[src/rtl/sdeg_pkg.sv]
package sdeg_pkg;

    typedef enum logic {
        SD_CLEAR    = 1'b0,
        SD_DEGRADED = 1'b1
    } sd_state_e;

endpackage

[src/rtl/sdeg_block_acc.sv]
module sdeg_block_acc #(
    parameter int ERR_W  = 4,
    parameter int FRM_W  = 19,
    parameter int ETHR_W = 4
) (
    input  logic              clk,
    input  logic              rst_n,
    input  logic              restart,
    input  logic              frame_valid,
    input  logic              degraded,
    input  logic [ERR_W-1:0]  err_in,
    input  logic [FRM_W-1:0]  frames_cfg,
    input  logic [ETHR_W-1:0] thr_cfg,
    output logic              block_end,
    output logic              block_qual
);

    localparam int SUM_W = ETHR_W + 1;
    localparam int TOT_W = ((SUM_W > ERR_W) ? SUM_W : ERR_W) + 1;
    localparam logic [SUM_W-1:0] SUM_MAX = '1;

    logic [FRM_W-1:0] fc_q;
    logic [FRM_W-1:0] frames_eff;
    logic [SUM_W-1:0] sum_q;
    logic [SUM_W-1:0] sum_sat;
    logic [TOT_W-1:0] total;

    // error sum including the current frame, saturated above any threshold
    always_comb begin
        frames_eff = (frames_cfg == '0) ? FRM_W'(1) : frames_cfg;
        total      = TOT_W'(sum_q) + TOT_W'(err_in);
        sum_sat    = (total > TOT_W'(SUM_MAX)) ? SUM_MAX : total[SUM_W-1:0];
        block_end  = frame_valid && (fc_q == frames_eff - FRM_W'(1));
        block_qual = degraded ? (sum_sat <  SUM_W'(thr_cfg))
                              : (sum_sat >= SUM_W'(thr_cfg));
    end

    always_ff @(posedge clk) begin
        if (!rst_n || restart) begin
            fc_q  <= '0;
            sum_q <= '0;
        end else if (frame_valid) begin
            if (block_end) begin
                fc_q  <= '0;
                sum_q <= '0;
            end else begin
                fc_q  <= fc_q + FRM_W'(1);
                sum_q <= sum_sat;
            end
        end
    end

    // a restart leaves frame and error accumulators empty
    a_r10_acc_restart: assert property (@(posedge clk) disable iff (!rst_n)
        $past(restart) |-> (fc_q == '0 && sum_q == '0));

    // idle cycles leave the accumulators alone
    a_r11_idle_hold: assert property (@(posedge clk) disable iff (!rst_n)
        (!frame_valid && !restart) |=> ($stable(fc_q) && $stable(sum_q)));

endmodule

[src/rtl/sdeg_interval.sv]
module sdeg_interval #(
    parameter int BLK_W  = 12,
    parameter int BTHR_W = 8
) (
    input  logic              clk,
    input  logic              rst_n,
    input  logic              restart,
    input  logic              block_end,
    input  logic              block_qual,
    input  logic [BLK_W-1:0]  blocks_cfg,
    input  logic [BTHR_W-1:0] count_thr,
    output logic              hit
);

    localparam int CMP_W = ((BLK_W > BTHR_W) ? BLK_W : BTHR_W) + 1;

    logic [BLK_W-1:0] bc_q;
    logic [BLK_W-1:0] qc_q;
    logic [BLK_W-1:0] blocks_eff;
    logic [CMP_W-1:0] qc_next;
    logic             expire;

    always_comb begin
        blocks_eff = (blocks_cfg == '0) ? BLK_W'(1) : blocks_cfg;
        qc_next    = CMP_W'(qc_q) + CMP_W'(block_qual);
        hit        = block_end && (qc_next >= CMP_W'(count_thr));
        expire     = block_end && !hit && (bc_q == blocks_eff - BLK_W'(1));
    end

    always_ff @(posedge clk) begin
        if (!rst_n || restart || expire) begin
            bc_q <= '0;
            qc_q <= '0;
        end else if (block_end) begin
            bc_q <= bc_q + BLK_W'(1);
            qc_q <= qc_next[BLK_W-1:0];
        end
    end

    // qualifying blocks never outnumber blocks seen in the interval
    a_r3_qual_le_blocks: assert property (@(posedge clk) disable iff (!rst_n)
        qc_q <= bc_q);

    // an expired interval starts from empty counts
    a_r3_expiry_reset: assert property (@(posedge clk) disable iff (!rst_n)
        expire |=> (bc_q == '0 && qc_q == '0));

endmodule

[src/rtl/sdeg_state_fsm.sv]
module sdeg_state_fsm
    import sdeg_pkg::*;
(
    input  logic      clk,
    input  logic      rst_n,
    input  logic      hit,
    input  logic      force_set,
    input  logic      force_clear,
    input  logic      delta_ack,
    input  logic      irq_mask,
    output sd_state_e state,
    output logic      restart,
    output logic      delta,
    output logic      irq
);

    sd_state_e state_q;
    sd_state_e state_d;
    logic      delta_q;

    // next state: evaluation first, forces override, force_clear highest
    always_comb begin
        state_d = state_q;
        unique case (state_q)
            SD_CLEAR:    if (hit) state_d = SD_DEGRADED;
            SD_DEGRADED: if (hit) state_d = SD_CLEAR;
            default:     state_d = SD_CLEAR;
        endcase
        if (force_clear) begin
            state_d = SD_CLEAR;
        end else if (force_set) begin
            state_d = SD_DEGRADED;
        end
    end

    always_ff @(posedge clk) begin
        if (!rst_n) begin
            state_q <= SD_CLEAR;
        end else begin
            state_q <= state_d;
        end
    end

    // outputs: sticky delta, interrupt and counter restart
    always_ff @(posedge clk) begin
        if (!rst_n) begin
            delta_q <= 1'b0;
        end else if (state_d != state_q) begin
            delta_q <= 1'b1;
        end else if (delta_ack) begin
            delta_q <= 1'b0;
        end
    end

    always_comb begin
        state   = state_q;
        delta   = delta_q;
        irq     = delta_q && !irq_mask;
        restart = hit || force_set || force_clear;
    end

    // force_clear wins over everything
    a_r7_force_clear_wins: assert property (@(posedge clk) disable iff (!rst_n)
        force_clear |=> (state_q == SD_CLEAR));

    // a lone force_set lands in degraded
    a_r7_force_set: assert property (@(posedge clk) disable iff (!rst_n)
        (force_set && !force_clear) |=> (state_q == SD_DEGRADED));

    // every state change leaves the delta flag set
    a_r8_delta_on_change: assert property (@(posedge clk) disable iff (!rst_n)
        (state_q != $past(state_q)) |-> delta_q);

    // the delta flag only rises together with a state change
    a_r8_no_spurious_delta: assert property (@(posedge clk) disable iff (!rst_n)
        $rose(delta_q) |-> (state_q != $past(state_q)));

    // without an acknowledge the flag holds
    a_r8_delta_hold: assert property (@(posedge clk) disable iff (!rst_n)
        (delta_q && !delta_ack) |=> delta_q);

    // a threshold hit without forces flips the state
    a_r2_hit_toggles: assert property (@(posedge clk) disable iff (!rst_n)
        (hit && !force_set && !force_clear) |=> (state_q != $past(state_q)));

endmodule

[src/rtl/sdeg_detector.sv]
module sdeg_detector
    import sdeg_pkg::*;
#(
    parameter int ERR_W  = 4,
    parameter int FRM_W  = 19,
    parameter int BLK_W  = 12,
    parameter int ETHR_W = 4,
    parameter int BTHR_W = 8
) (
    input  logic              clk,
    input  logic              rst_n,
    input  logic              frame_valid,
    input  logic              err_sel,
    input  logic [ERR_W-1:0]  b1_errs,
    input  logic [ERR_W-1:0]  b2_errs,
    input  logic [FRM_W-1:0]  set_frames,
    input  logic [BLK_W-1:0]  set_blocks,
    input  logic [ETHR_W-1:0] set_err_thr,
    input  logic [BTHR_W-1:0] set_blk_thr,
    input  logic [FRM_W-1:0]  clr_frames,
    input  logic [BLK_W-1:0]  clr_blocks,
    input  logic [ETHR_W-1:0] clr_err_thr,
    input  logic [BTHR_W-1:0] clr_blk_thr,
    input  logic              force_set,
    input  logic              force_clear,
    input  logic              delta_ack,
    input  logic              irq_mask,
    output logic              sd_state,
    output logic              sd_delta,
    output logic              sd_irq
);

    sd_state_e         state;
    logic              degraded;
    logic              restart;
    logic              block_end;
    logic              block_qual;
    logic              hit;
    logic [ERR_W-1:0]  err_frame;
    logic [FRM_W-1:0]  act_frames;
    logic [BLK_W-1:0]  act_blocks;
    logic [ETHR_W-1:0] act_err_thr;
    logic [BTHR_W-1:0] act_blk_thr;

    // parameter set chosen by the current state
    always_comb begin
        degraded    = (state == SD_DEGRADED);
        err_frame   = err_sel ? b2_errs : b1_errs;
        act_frames  = degraded ? clr_frames  : set_frames;
        act_blocks  = degraded ? clr_blocks  : set_blocks;
        act_err_thr = degraded ? clr_err_thr : set_err_thr;
        act_blk_thr = degraded ? clr_blk_thr : set_blk_thr;
    end

    sdeg_block_acc #(
        .ERR_W  (ERR_W),
        .FRM_W  (FRM_W),
        .ETHR_W (ETHR_W)
    ) u_block (
        .clk         (clk),
        .rst_n       (rst_n),
        .restart     (restart),
        .frame_valid (frame_valid),
        .degraded    (degraded),
        .err_in      (err_frame),
        .frames_cfg  (act_frames),
        .thr_cfg     (act_err_thr),
        .block_end   (block_end),
        .block_qual  (block_qual)
    );

    sdeg_interval #(
        .BLK_W  (BLK_W),
        .BTHR_W (BTHR_W)
    ) u_interval (
        .clk        (clk),
        .rst_n      (rst_n),
        .restart    (restart),
        .block_end  (block_end),
        .block_qual (block_qual),
        .blocks_cfg (act_blocks),
        .count_thr  (act_blk_thr),
        .hit        (hit)
    );

    sdeg_state_fsm u_fsm (
        .clk         (clk),
        .rst_n       (rst_n),
        .hit         (hit),
        .force_set   (force_set),
        .force_clear (force_clear),
        .delta_ack   (delta_ack),
        .irq_mask    (irq_mask),
        .state       (state),
        .restart     (restart),
        .delta       (sd_delta),
        .irq         (sd_irq)
    );

    assign sd_state = degraded;

    // interrupt tracks the unmasked flag
    a_r9_irq_gate: assert property (@(posedge clk) disable iff (!rst_n)
        (sd_irq == (sd_delta && !irq_mask)));

endmodule

[config.mk]
export PLATFORM = sky130hd
export DESIGN_NAME = sdeg_detector
export DESIGN_NICKNAME = d
export VERILOG_FILES = /design/src/rtl/sdeg_pkg.sv /design/src/rtl/sdeg_block_acc.sv /design/src/rtl/sdeg_interval.sv /design/src/rtl/sdeg_state_fsm.sv /design/src/rtl/sdeg_detector.sv
export SDC_FILE = /design/constraint.sdc
export NUM_CORES = 1
export LEC_CHECK = 0
export ABC_CLOCK_PERIOD_IN_PS = 6900
export BUFFER_PORTS_ARGS = -buffer_cell sky130_fd_sc_hd__buf_4
export CORE_MARGIN = 2
export CORE_UTILIZATION = 55
export CTS_CLUSTER_DIAMETER = 100
export DETAILED_ROUTE_END_ITERATION = 6
export PLACE_DENSITY_LB_ADDON = 0.12
export SYNTH_ARGS = -nofsm -noshare
export SYNTH_HDL_FRONTEND = slang
export SYNTH_SLANG_ARGS = --single-unit
[constraint.sdc]
create_clock -name clk -period 6.9 [get_ports clk]
set_input_delay 1.38 -clock clk [delete_from_list [all_inputs] [get_ports clk]]
set_output_delay 1.38 -clock clk [all_outputs]
set_load 0.01 [all_outputs]
==> run_results.csv <==
group,metric,value,unit
grt,grt_pass1_vias,4227,
critical_path,setup.worst_path.end,"u_interval.bc_q[9]",
route,vias_per_cell,5.86,
finish,fill_cells,711,
critical_path,cpMostUsedCell,"ha_1",
synth,synth-edff-count,0,
placement,dp_hpwl,9080,um
sta,relSlewSlack,48.3,%
route,wirelength,11300,um
critical_path,start_kind,"input pin",
grt,antenna_found_initial,0,
synth,synthMuxAreaShare,10.6,%
placement,io_buffers,104,
finish,final_core_util,68.8,%
cts,clkSinkCount,50,
sta,rsz0062_at_grt,"false",
cts,clock_path_buffers,2,
synth,ys_seq_area_share,21.2,%
cts,cts_resized,0,
cts,cts_tree,"yes",
grt,grt_pass1_wl,18800,um
finish,final_cell_area,5680,um2
route,vias,4570,
critical_path,r2r_end,"u_interval.bc_q[9]",
hold_path,hold_path.startpoint,"u_block.sum_q[3]",
floorplanning,die_area,9360,um2
synth,yosys-top-cells-count,"dfxtp_1 (50), nor2_1 (49), xnor2_1 (42), mux2i_1 (40), a21oi_1 (37)",
synth,syn-cell-area,4730,um2
synth,synthFlopType,"dfxtp_1",
route,drc,0,
cts,cts_buffers,5,
route,dr.pass1.iters,4,
critical_path,worstPathRequired,7.13,ns
placement,globalplace.congestion,0.890,
pwr,power.total,0.726,mW
critical_path,crit_slowest_cell,"or4_1",
placement,post_dp_cell_area,5530,um2
cts,cts_root_buf,"clkbuf_8",
finish,nNetsFinal,800,
critical_path,worstSetupStartpoint,"err_sel",
critical_path,arrival,6.68,ns
sta,setup_viol,0,
synth,synthesis.nets,712,
placement,numPlacedInstances,772,
pwr,powerDensity,128,nW/um2
synth,synth_fa_ha_area_share,6.51,%
route,first_iter_violations,130,
sta,finalClockSkew,0.00608,ns
finish,area_growth,20.0,%
critical_path,path_max_fanout,24,
synth,async_flop_share,0,%
sta,finalCritPeriodShare,93.5,%
floorplanning,row_count,33,
synth,synth_compound_area_share,14.9,%
hold_path,hp-class,"flip-flop to flip-flop",
synth,yosysTopAreaCellShare,21.2,%
finish,num_antenna_cells,0,
synth,synth_top_cells_by_area,"dfxtp_1 (21%), mux2i_1 (8.5%), xnor2_1 (7.8%)",
grt,track_usage,23.0,%
job,drv_cap,0,
route,wl_per_cell,14.5,um
grt,overflow,0,
finish,final-instance-count-excl-fill,780,
pwr,total_leakage_power,2.10,nW
sta,fmax,155,MHz
critical_path,reg2regPathDepth,14,
route,drtAntennaViolNets,0,
floorplanning,start_util,57.3,%
cts,clkTransAtPathRegs,0.09,ns
sta,hold_viol_final,0,
floorplanning,core_area,8260,um2
critical_path,critPathTopFamily,"compound AO/OA/AOI/OAI gates",
synth,synth_seq_cells,50,
synth,synth-simple-area-share,29.8,%
outcome,status,"complete, no violations",
critical_path,cp.depth,27,
synth,avgSynthCellArea,8.07,um2
critical_path,worstReg2RegStart,"u_fsm.state",
sta,period_minus_slack,6.45,ns
floorplanning,fp.dieW,96.7,um
synth,yosys_warnings,0,
floorplanning,dieHeight,96.7,um
pwr,ir_worst_vdd,0.000108,V
sta,worst_pin_slew,0.776,ns
critical_path,crit_type,"input pin to flip-flop",
finish,final_layout_size_suffix_gt1_share,20.9,%
synth,yosysTopAreaCell,"dfxtp_1",
floorplanning,pin_count,105,
grt,grt_max_degree,63,
critical_path,worst-path-buf-inv,1,
synth,synthXorXnorAreaFrac,13.3,%
cts,clk_latency,0.30,ns
critical_path,endpoint_kind,"flip-flop",
sta,drv_slew,0,
synth,yosysMostFrequentCell,"dfxtp_1",
cts,cts_max_level,2,
synth,synthCells,586,
critical_path,r2r_slack,1.59,ns
cts,cts_setup_buffers,0,
synth,yosysUniqueCellTypes,69,
critical_path,critPathMaxStageDelay,0.42,ns
synth,synth_top_family_by_area,"simple AND/OR/NAND/NOR gates",
cts,holdBufCountCts,0,
[worst reg2reg max path: cells and delay by family (launching register included)]
| kind | cells | cell delay (ns) |
|---|---|---|
| and+or+nand+nor | 8 | 2.49 |
| AOI/OAI and AO/OA | 4 | 1.12 |
| DFF | 1 | 0.85 |
| buffers and inverters | 1 | 0.52 |
| adders and majority gates | 1 | 0.25 |
[placed cells by master (no fill, tap or decap), types with 4 or more instances in the layout]
master and instances:
nor3b_1 9, or4_1 6, inv_1 12, mux2i_1 40, nand3b_1 7, or3_1 17
ha_1 23, xor2_1 30, o31ai_1 8, a21o_1 4, nand4_1 11, nand2b_1 15
nor4_1 8, o22ai_1 6, buf_4 105, nor3_1 23, dfxtp_1 49, mux2_2 9
and3_1 11, xnor2_1 42, nand3_1 26, o21ai_0 27, nor2_1 49, a21oi_1 37
clkbuf_8 6, nand2_1 24, nor2b_1 11
[cell type report]
cell class                      count  area [um2]  area share (%)
Sequential cell                    50        1000            17.7
Inverter                           12        45.0           0.793
Clock buffer                        6        82.6            1.45
Timing Repair Buffer              105         788            13.9
Multi-Input combinational cell    500        3570            62.8
Tap cell                          105         131            2.31
Clock inverter                      2        60.1            1.06
[per-layer routing]
metal / global-route usage [%] / up-vias / part of all wire (%) / wire length, um
met5: 0 / - / 0 / 0
met4: 4.55 / 0 / 1.1 / 126
met3: 2.89 / 14 / 2.3 / 265
met2: 41.8 / 62 / 52 / 5850
met1: 29.3 / 2156 / 45 / 5050
li1: - / 2338 / - / -
[flip-flops by register name (all words and copies together), names as in the netlist]
name / count
u_fsm.state: 1
u_interval.bc_q: 12
u_interval.qc_q: 12
u_block.sum_q: 5
u_fsm.delta: 1
u_block.fc_q: 19
[where the power goes]
part           internal [mW]  switching (mW)  total, mW  leakage, nW
clock network          0.155          0.0979      0.253       0.0714
logic                 0.0948          0.0821      0.177         1.62
registers              0.290         0.00677      0.296        0.404
[logic make-up after synthesis]
logic type,count (synthesis)
buf+inv,36
simple gates,242
mux,49
fa+ha+maj,24
xor+xnor,72
compound gates,113
flops,50
[metrics by stage]
stage	hold slack, ns	setup TNS [ns]	setup WS (ns)
floorplan	0.450	0	0.597
global route	0.496	0	0.0352
CTS	0.482	0	0.129
finish	0.484	0	0.447
detailed placement	0.466	-2.73	-0.147
global placement	0.464	0	0.0612
[worst min-delay path by stage]
stage | to | slack (ns) | cells past startpoint
after global routing | u_block.sum_q[3] | 0.50 | 2
final | u_block.sum_q[3] | 0.48 | 2
after floorplan | u_block.sum_q[0] | 0.45 | 2
after global placement | u_block.sum_q[3] | 0.46 | 2
after detailed placement | u_block.sum_q[3] | 0.47 | 2
after CTS | u_block.sum_q[3] | 0.48 | 2
Power figures use the tool's default switching activity.
